===== src/rtl/sha256_pkg.sv =====
package sha256_pkg;

  localparam int WORD_W     = 32;
  localparam int NUM_VARS   = 8;
  localparam int NUM_ROUNDS = 64;

  typedef logic [WORD_W-1:0] word_t;
  // index 0 is variable a / chaining word 0
  typedef logic [NUM_VARS-1:0][WORD_W-1:0] state_t;

  typedef enum logic [1:0] {
    ENG_RUN  = 2'd0,
    ENG_FOLD = 2'd1,
    ENG_OUT  = 2'd2
  } eng_state_e;

  function automatic word_t rotr(input word_t x, input int n);
    return (x >> n) | (x << (WORD_W - n));
  endfunction

  function automatic word_t big_s0(input word_t x);
    return rotr(x, 2) ^ rotr(x, 13) ^ rotr(x, 22);
  endfunction

  function automatic word_t big_s1(input word_t x);
    return rotr(x, 6) ^ rotr(x, 11) ^ rotr(x, 25);
  endfunction

  function automatic word_t choose(input word_t e, input word_t f, input word_t g);
    return (e & f) ^ (~e & g);
  endfunction

  function automatic word_t majority(input word_t a, input word_t b, input word_t c);
    return (a & b) ^ (a & c) ^ (b & c);
  endfunction

  function automatic word_t init_word(input int idx);
    case (idx)
      0: return 32'h6a09e667;
      1: return 32'hbb67ae85;
      2: return 32'h3c6ef372;
      3: return 32'ha54ff53a;
      4: return 32'h510e527f;
      5: return 32'h9b05688c;
      6: return 32'h1f83d9ab;
      default: return 32'h5be0cd19;
    endcase
  endfunction

  function automatic state_t init_state();
    state_t s;
    for (int i = 0; i < NUM_VARS; i++) s[i] = init_word(i);
    return s;
  endfunction

  function automatic word_t round_const(input logic [5:0] idx);
    case (idx)
      6'd0:  return 32'h428a2f98; 6'd1:  return 32'h71374491;
      6'd2:  return 32'hb5c0fbcf; 6'd3:  return 32'he9b5dba5;
      6'd4:  return 32'h3956c25b; 6'd5:  return 32'h59f111f1;
      6'd6:  return 32'h923f82a4; 6'd7:  return 32'hab1c5ed5;
      6'd8:  return 32'hd807aa98; 6'd9:  return 32'h12835b01;
      6'd10: return 32'h243185be; 6'd11: return 32'h550c7dc3;
      6'd12: return 32'h72be5d74; 6'd13: return 32'h80deb1fe;
      6'd14: return 32'h9bdc06a7; 6'd15: return 32'hc19bf174;
      6'd16: return 32'he49b69c1; 6'd17: return 32'hefbe4786;
      6'd18: return 32'h0fc19dc6; 6'd19: return 32'h240ca1cc;
      6'd20: return 32'h2de92c6f; 6'd21: return 32'h4a7484aa;
      6'd22: return 32'h5cb0a9dc; 6'd23: return 32'h76f988da;
      6'd24: return 32'h983e5152; 6'd25: return 32'ha831c66d;
      6'd26: return 32'hb00327c8; 6'd27: return 32'hbf597fc7;
      6'd28: return 32'hc6e00bf3; 6'd29: return 32'hd5a79147;
      6'd30: return 32'h06ca6351; 6'd31: return 32'h14292967;
      6'd32: return 32'h27b70a85; 6'd33: return 32'h2e1b2138;
      6'd34: return 32'h4d2c6dfc; 6'd35: return 32'h53380d13;
      6'd36: return 32'h650a7354; 6'd37: return 32'h766a0abb;
      6'd38: return 32'h81c2c92e; 6'd39: return 32'h92722c85;
      6'd40: return 32'ha2bfe8a1; 6'd41: return 32'ha81a664b;
      6'd42: return 32'hc24b8b70; 6'd43: return 32'hc76c51a3;
      6'd44: return 32'hd192e819; 6'd45: return 32'hd6990624;
      6'd46: return 32'hf40e3585; 6'd47: return 32'h106aa070;
      6'd48: return 32'h19a4c116; 6'd49: return 32'h1e376c08;
      6'd50: return 32'h2748774c; 6'd51: return 32'h34b0bcb5;
      6'd52: return 32'h391c0cb3; 6'd53: return 32'h4ed8aa4a;
      6'd54: return 32'h5b9cca4f; 6'd55: return 32'h682e6ff3;
      6'd56: return 32'h748f82ee; 6'd57: return 32'h78a5636f;
      6'd58: return 32'h84c87814; 6'd59: return 32'h8cc70208;
      6'd60: return 32'h90befffa; 6'd61: return 32'ha4506ceb;
      6'd62: return 32'hbef9a3f7; default: return 32'hc67178f2;
    endcase
  endfunction

endpackage


===== src/rtl/sha256_kconst.sv =====
module sha256_kconst
  import sha256_pkg::*;
#(
  parameter int IDX_W = 6
) (
  input  logic [IDX_W-1:0] idx,
  output word_t            k
);
  always_comb k = round_const(6'(idx));
endmodule


===== src/rtl/sha256_round.sv =====
module sha256_round
  import sha256_pkg::*;
(
  input  state_t cur,
  input  word_t  w,
  input  word_t  k,
  output state_t nxt
);
  word_t t1, t2;

  always_comb begin
    t1 = cur[7] + big_s1(cur[4]) + choose(cur[4], cur[5], cur[6]) + k + w;
    t2 = big_s0(cur[0]) + majority(cur[0], cur[1], cur[2]);
    nxt[0] = t1 + t2;
    nxt[1] = cur[0];
    nxt[2] = cur[1];
    nxt[3] = cur[2];
    nxt[4] = cur[3] + t1;
    nxt[5] = cur[4];
    nxt[6] = cur[5];
    nxt[7] = cur[6];
  end
endmodule


===== src/rtl/sha256_fold.sv =====
module sha256_fold
  import sha256_pkg::*;
#(
  parameter int LANES = NUM_VARS
) (
  input  state_t chain,
  input  state_t work,
  output state_t sum
);
  for (genvar i = 0; i < LANES; i++) begin : g_lane
    assign sum[i] = chain[i] + work[i];
  end
endmodule


===== src/rtl/sha256_round_engine.sv =====
module sha256_round_engine
  import sha256_pkg::*;
#(
  parameter int ROUNDS = NUM_ROUNDS
) (
  input  logic         clk,
  input  logic         rst_n,
  input  logic         in_valid,
  output logic         in_ready,
  input  logic [31:0]  in_word,
  input  logic         in_blk_last,
  input  logic         in_msg_last,
  output logic         out_valid,
  input  logic         out_ready,
  output logic [255:0] out_digest
);
  localparam int CNT_W = $clog2(ROUNDS);
  localparam logic [CNT_W-1:0] CNT_ONE = {{(CNT_W-1){1'b0}}, 1'b1};

  eng_state_e       st_q;
  logic [CNT_W-1:0] rnd_q;
  state_t           hash_q, work_q;
  state_t           round_src, round_nxt, fold_sum;
  logic             msg_end_q;
  word_t            k_t;
  logic             take;

  assign in_ready  = (st_q == ENG_RUN);
  assign out_valid = (st_q == ENG_OUT);
  assign take      = in_valid && in_ready;

  // first round of a block starts from the chaining state
  assign round_src = (rnd_q == '0) ? hash_q : work_q;

  sha256_kconst #(.IDX_W(CNT_W)) u_kconst (
    .idx (rnd_q),
    .k   (k_t)
  );

  sha256_round u_round (
    .cur (round_src),
    .w   (in_word),
    .k   (k_t),
    .nxt (round_nxt)
  );

  sha256_fold #(.LANES(NUM_VARS)) u_fold (
    .chain (hash_q),
    .work  (work_q),
    .sum   (fold_sum)
  );

  for (genvar i = 0; i < NUM_VARS; i++) begin : g_pack
    assign out_digest[WORD_W*(NUM_VARS-i)-1 -: WORD_W] = hash_q[i];
  end

  always_ff @(posedge clk or negedge rst_n) begin
    if (!rst_n) begin
      st_q      <= ENG_RUN;
      rnd_q     <= '0;
      hash_q    <= init_state();
      work_q    <= '0;
      msg_end_q <= 1'b0;
    end else begin
      case (st_q)
        ENG_RUN: begin
          if (take) begin
            work_q <= round_nxt;
            if (in_blk_last) begin
              rnd_q     <= '0;
              msg_end_q <= in_msg_last;
              st_q      <= ENG_FOLD;
            end else begin
              rnd_q <= rnd_q + CNT_ONE;
            end
          end
        end
        ENG_FOLD: begin
          hash_q <= fold_sum;
          st_q   <= msg_end_q ? ENG_OUT : ENG_RUN;
        end
        ENG_OUT: begin
          if (out_ready) begin
            hash_q <= init_state();
            st_q   <= ENG_RUN;
          end
        end
        default: st_q <= ENG_RUN;
      endcase
    end
  end
endmodule


===== config.mk =====
export PLATFORM = sky130hd
export DESIGN_NAME = sha256_round_engine
export DESIGN_NICKNAME = d
export VERILOG_FILES = /design/src/rtl/sha256_pkg.sv /design/src/rtl/sha256_kconst.sv /design/src/rtl/sha256_round.sv /design/src/rtl/sha256_fold.sv /design/src/rtl/sha256_round_engine.sv
export SDC_FILE = /design/constraint.sdc
export NUM_CORES = 2
export LEC_CHECK = 0
export ABC_AREA = 1
export CORE_MARGIN = 2
export CORE_UTILIZATION = 50
export CTS_CLUSTER_SIZE = 30
export DETAILED_ROUTE_END_ITERATION = 8
export GPL_TIMING_DRIVEN = 1
export PLACE_DENSITY = 0.69
export SLEW_MARGIN = 20
export SYNTH_ARGS = -nofsm -noshare
export SYNTH_HDL_FRONTEND = slang
export SYNTH_SLANG_ARGS = --single-unit

===== constraint.sdc =====
create_clock -name clk -period 15.8 [get_ports clk]
set_input_delay 3.16 -clock clk [delete_from_list [all_inputs] [get_ports clk]]
set_output_delay 3.16 -clock clk [all_outputs]
set_load 0.01 [all_outputs]

Yosys cells after proc, flatten, opt, wreduce, memory -nomap -nowiden
Memories as Yosys holds them, arrays and structs flattened.
Index checks and enable logic that the tools add are counted.
{ "word_totals": {"ff_bits": 521, "input_bits": 38, "n_memories": 1, "word_cells": 77, "output_inout_bits": 258, "romBits": 2048} }
{ "classes": {"addsub": 16, "bitwise_logic": 19, "eq_ne": 5, "reduce_logical": 8, "n_mux": 9} }
{ "mem_list": {"columns": ["name", "words", "word_bits", "read_ports", "rd_clocked_by_memory_dff", "wr", "line", "text"], "rows": [
  ["(name not given)", 64, 32, 1, 0, 0, "sha256_pkg.sv:57", "case (idx)"]
]} }
{ "ops": {"columns": ["op", "n"], "rows": [
  ["$mux 256", 2],
  ["$pmux 256 s2", 1],
  ["$add 32x32->32", 15],
  ["$xor 32x32->32", 7],
  ["$and 32x32->32", 5],
  ["$not 32->32", 1],
  ["$or 10x32->32", 1],
  ["$or 19x32->32", 1],
  ["$or 21x32->32", 1],
  ["$or 26x32->32", 1],
  ["$or 30x32->32", 1],
  ["$or 7x32->32", 1],
  ["$mux 2", 4],
  ["$add 6x1->6 const B", 1],
  ["$logic_not 6->1", 1],
  ["$mux 6", 1],
  ["$ne 2x1->1 const B", 3],
  ["$pmux 2 s3", 1],
  ["$reduce_and 3->1", 2],
  ["$reduce_and 2->1", 2],
  ["$eq 2x1->1 const B", 1],
  ["$eq 2x2->1 const B", 1],
  ["$logic_not 2->1", 1],
  ["$reduce_bool 2->1", 1],
  ["$logic_and 1x1->1", 1]
]} }

Depth between registers and ports, before layout
{ "depth": {"word_depth": 10, "mapped_depth": 44} }

By module
Synthesis repeated with hierarchy kept, for this count alone.
{ "hier_totals": {"hier_cells": 9180, "hier_area_um2": 57019.7} }
{ "by_module_without_submodules": {"columns": ["module", "n_inst", "cells_each", "area_per_inst_um2"], "rows": [
  ["sha256_round_engine", 1, 2802, 22879.4],
  ["sha256_fold", 1, 3931, 18695.4],
  ["sha256_round", 1, 1800, 12488.2],
  ["sha256_kconst", 1, 647, 2956.6]
]} }

Worst setup path before layout
No wires, ideal clock.
{ "synth_path": {"path_kind": "input -> register", "from": "input port in_word[1]", "to": "register work_q[27] (netlist bit)", "path_buffers": 0, "setup_ns": 0.131, "arrival_ns": 8.282, "path_slack_ns": 7.387, "required_time_ns": 15.669, "path_stages": 25, "path_cell_list": "fa_1 > inv_1 > fa_1 > fa_1 > inv_1 > ha_1 > fa_1 > a21oi_1 > o21ai_1 > a21boi_0 > o21ai_1 > xor2_1 > fa_1 > ha_1 > nand2_1 > nor2_1 > nand4_1 > o21ai_0 > a21oi_1 > o21bai_1 > nand2_1 > nand2_1 > nand2_1 > nand3_1 > o21ai_0"} }
{ "synth_via": {"elab_chain_cells": 2} }
{ "synth_rtl": {"columns": ["element", "line", "text"], "rows": [
  ["start: declaration", "sha256_round_engine.sv:10", "input logic [31:0] in_word,"],
  ["$add 32x32->32", "sha256_round.sv:12", "t1 = cur[7] + big_s1(cur[4]) + choose(cur[4], cur[5], cur[6]) + k + w;"],
  ["$add 32x32->32", "sha256_round.sv:14", "nxt[0] = t1 + t2;"],
  ["end signal: assignment", "sha256_round_engine.sv:68", "work_q <= round_nxt;"],
  ["end: declaration", "sha256_round_engine.sv:22", "state_t hash_q, work_q;"]
]} }
Every way passes these cells.
A chain may end at the register's enable or synchronous reset.

Final worst setup path
{ "layout_path": {"from": "register rnd_q[1]", "to": "register work_q[21] (netlist bit)"} }
{ "layout_via": {"elab_chain_cells": 10} }
{ "layout_rtl": {"columns": ["element", "line", "text"], "rows": [
  ["start: declaration", "sha256_round_engine.sv:21", "logic [CNT_W-1:0] rnd_q;"],
  ["start signal: assignment", "sha256_round_engine.sv:74", "rnd_q <= rnd_q + CNT_ONE;"],
  ["$logic_not 6->1", "sha256_round_engine.sv:33", "assign round_src = (rnd_q == '0) ? hash_q : work_q;"],
  ["$mux 256", "sha256_round_engine.sv:33", null],
  ["$or 26x32->32 or $or 21x32->32 (tied branches)", "sha256_pkg.sv:18", "return (x >> n) | (x << (WORD_W - n));"],
  ["$xor 32x32->32 (2 in series)", "sha256_pkg.sv:26", "return rotr(x, 6) ^ rotr(x, 11) ^ rotr(x, 25);"],
  ["$add 32x32->32 (4 in series)", "sha256_round.sv:12", null],
  ["$add 32x32->32 *", "sha256_round.sv:14", null]
]} }
Every way passes the cells marked *; elsewhere a longest branch is shown, timed or not.

==> run_results.csv <==
group,metric,value,unit
setup_path,r2r_start,"rnd_q[1]",
finish,num-fill-cells,9100,
clocking,clock_latency,0.67,ns
sta,whs,0.501,ns
detailed_routing,vias,48900,
detailed_routing,antenna_left,0,
floorplan,num_rows,113,
global_routing,grt_max_degree,119,
floorplan,pin_count,296,
setup_path,critPathSlowestCell,"buf_4",
clocking,clk_pin_slew,0.06,ns
detailed_routing,drcViolationCount,0,
global_routing,antenna_found_initial,6,
clocking,post_cts_resize_count,0,
logic_synthesis,synth_flop_cell,"dfrtp_1",
sta,rsz0062_at_grt,"no",
run,drv_cap,0,
logic_synthesis,synth.most_common_cell,"nand2_1",
logic_synthesis,syn_inst,6601,
global_routing,grt_first_pass_wirelength,300000,microns
place,portBuffers,295,
logic_synthesis,syn_area,47700,sq um
global_routing,grt_overflow,0,
global_routing,track_usage,40.7,%
logic_synthesis,seq_area_frac_synth,27.7,%
place,hpwl,160000,microns
setup_path,critPathRequiredTime,16.29,ns
clocking,cts_buffers,67,
logic_synthesis,ys.warnings.count,0,
finish,nets,7350,
sta,period_minus_slack,10.10,ns
floorplan,die_w,313,microns
place,gp_congestion,1.08,
floorplan,core,94900,sq um
detailed_routing,drt-total-wl,204000,microns
setup_path,arrival,10.59,ns
logic_synthesis,synth_top_cell_by_area,"dfrtp_1",
setup_path,startpoint,"rnd_q[1]",
logic_synthesis,async_flop_share,100,%
clocking,clock_sink_count,521,
worst_hold_path,hp-class,"flip-flop to flip-flop",
logic_synthesis,ys_ff_latch,521,
status,outcome,"finished, final reports clean",
floorplan,fp.dieH,313,microns
floorplan,start_util,50.3,%
sta,max_slew_margin,19.6,%
global_routing,grt_pass1_vias,46700,
worst_hold_path,hold_start,"out_digest[96]",
detailed_routing,drt_iter0_markers,5347,
logic_synthesis,synth_area_per_cell,7.23,sq um
sta,worstMarginPinSlew,1.19,ns
finish,area_delta_synth_final,13.5,%
detailed_routing,avgRoutedWirePerCell,25.0,microns
clocking,cts_tree,"done",
finish,drive_gt1_share,6.14,%
clocking,root_buffer,"clkbuf_16",
detailed_routing,via_per_inst,6.01,
setup_path,cp_slowest_stage_delay,0.69,ns
logic_synthesis,synthTopCellsByArea,"dfrtp_1 (20%), nand2_1 (12%), ha_1 (9.4%), o21ai_0 (8.1%), dfstp_2 (7.5%)",
sta,setup_viol,0,
clocking,clk_path_buf_depth,3,
sta,finalHoldViolCount,0,
sta,finalCritPeriodShare,63.9,%
logic_synthesis,synth_edf_count,0,
setup_path,cp-end-kind,"flip-flop",
sta,worst_slack,5.70,ns
logic_synthesis,synth_commonest_cells,"nand2_1 (1491), inv_1 (877), o21ai_0 (774), a21oi_1 (497), nor2_1 (425)",
clocking,htree_levels,3,
logic_synthesis,synth_top_cell_area_share,20.2,%
sta,skew,0.0284,ns
sta,fmax,99.0,MHz
clocking,post_cts_buffers,0,
setup_path,critPathLaunchType,"flip-flop",
detailed_routing,drt_pass1_iterations,6,
logic_synthesis,netlist-cell-type-count,64,
floorplan,dieArea,98000,sq um
setup_path,cp_max_fo,60,
clocking,cts_hold_buf,0,
setup_path,crit_type,"flip-flop to flip-flop",
logic_synthesis,syn_nets,7130,
finish,final_cell_area,54200,sq um
sta,fin_setup_tns,0,ns
sta,final_max_slew_viol_count,0,
place,placed_area,51800,sq um
place,pre_cts_ws,5.82,ns
per-stage QoR:
| stage | util, % | instances |
|---|---|---|
| final | 57.1 | 8142 |
| after global routing | 57.1 | 8139 |
| after CTS | 57.1 | 8139 |
| after detailed placement | 54.6 | 8017 |
| after global placement | 54.6 | 8017 |
| after floorplan | - | 6601 |
critical path, delay by kind of cell, from the launching register on:
kind	cells	cell delay (ns)
flops	1	0.58
xor+xnor	3	1.17
simple gates	7	1.46
buf+inv	4	1.77
compound gates	10	2.22
fa+ha+maj	6	2.66
routing by layer:
layer | GRT usage (%) | routed length, microns | vias to the layer above
met5 | 0 | 50 | -
met4 | 26.7 | 15900 | 8
met3 | 6.97 | 17200 | 659
met2 | 64.2 | 90600 | 2500
met1 | 51.6 | 79800 | 23200
li1 | - | - | 22500
area by class of cell:
| type | instances | area, sq um | area share [%] |
|---|---|---|---|
| multi-input cells | 5003 | 30400 | 56.1 |
| inverters | 882 | 3320 | 6.12 |
| diodes | 3 | 7.51 | 0.0139 |
| flip-flops and latches | 521 | 13200 | 24.4 |
| clock inverters | 30 | 405 | 0.748 |
| repair buffers | 346 | 3340 | 6.17 |
| well taps | 1265 | 1580 | 2.92 |
| clock buffers | 92 | 1900 | 3.51 |
cells by family (layout without fill, tap and decap cells):
logic type      after synthesis  count (layout)  synth area share [%]
other cells                   0               3                     0
compound gates             1746            1746                  20.6
simple gates               2374            2374                  20.3
flops                       521             521                  27.7
fa+ha+maj                   505             505                  15.3
buf+inv                    1077            1350                  8.72
mux                         100             100                  2.25
xor+xnor                    278             278                  5.12
path summary, 6_finish.rpt:
check	end	slack (ns)	depth (start not counted)
max	work_q[21]	5.70	30
min	out_digest[96]	0.50	2
max reg2reg	work_q[21]	5.70	30
min reg2reg	out_digest[96]	0.50	2
max in group asynchronous	work_q[27]	10.13	4
min in group asynchronous	work_q[176]	2.50	1
registers in the layout, summed over array words and instances, names as in the netlist:
signal	flops
rnd_q	6
out_digest	256
st_q	2
msg_end_q	1
work_q	256
cells in the final DEF, fill, tap and decap left out, types with 136 or more instances in the layout:
cell,count
inv_1,875
ha_1,358
nand3_1,228
dfstp_2,136
o21ai_0,773
xor2_1,188
nor2_1,424
a21oi_1,497
nand2_1,1488
clkdlybuf4s50_1,294
dfrtp_1,384
Power is left out: the tool's default activity adds up to more than one toggle a clock period on the data nets, which glitch-free logic cannot reach.
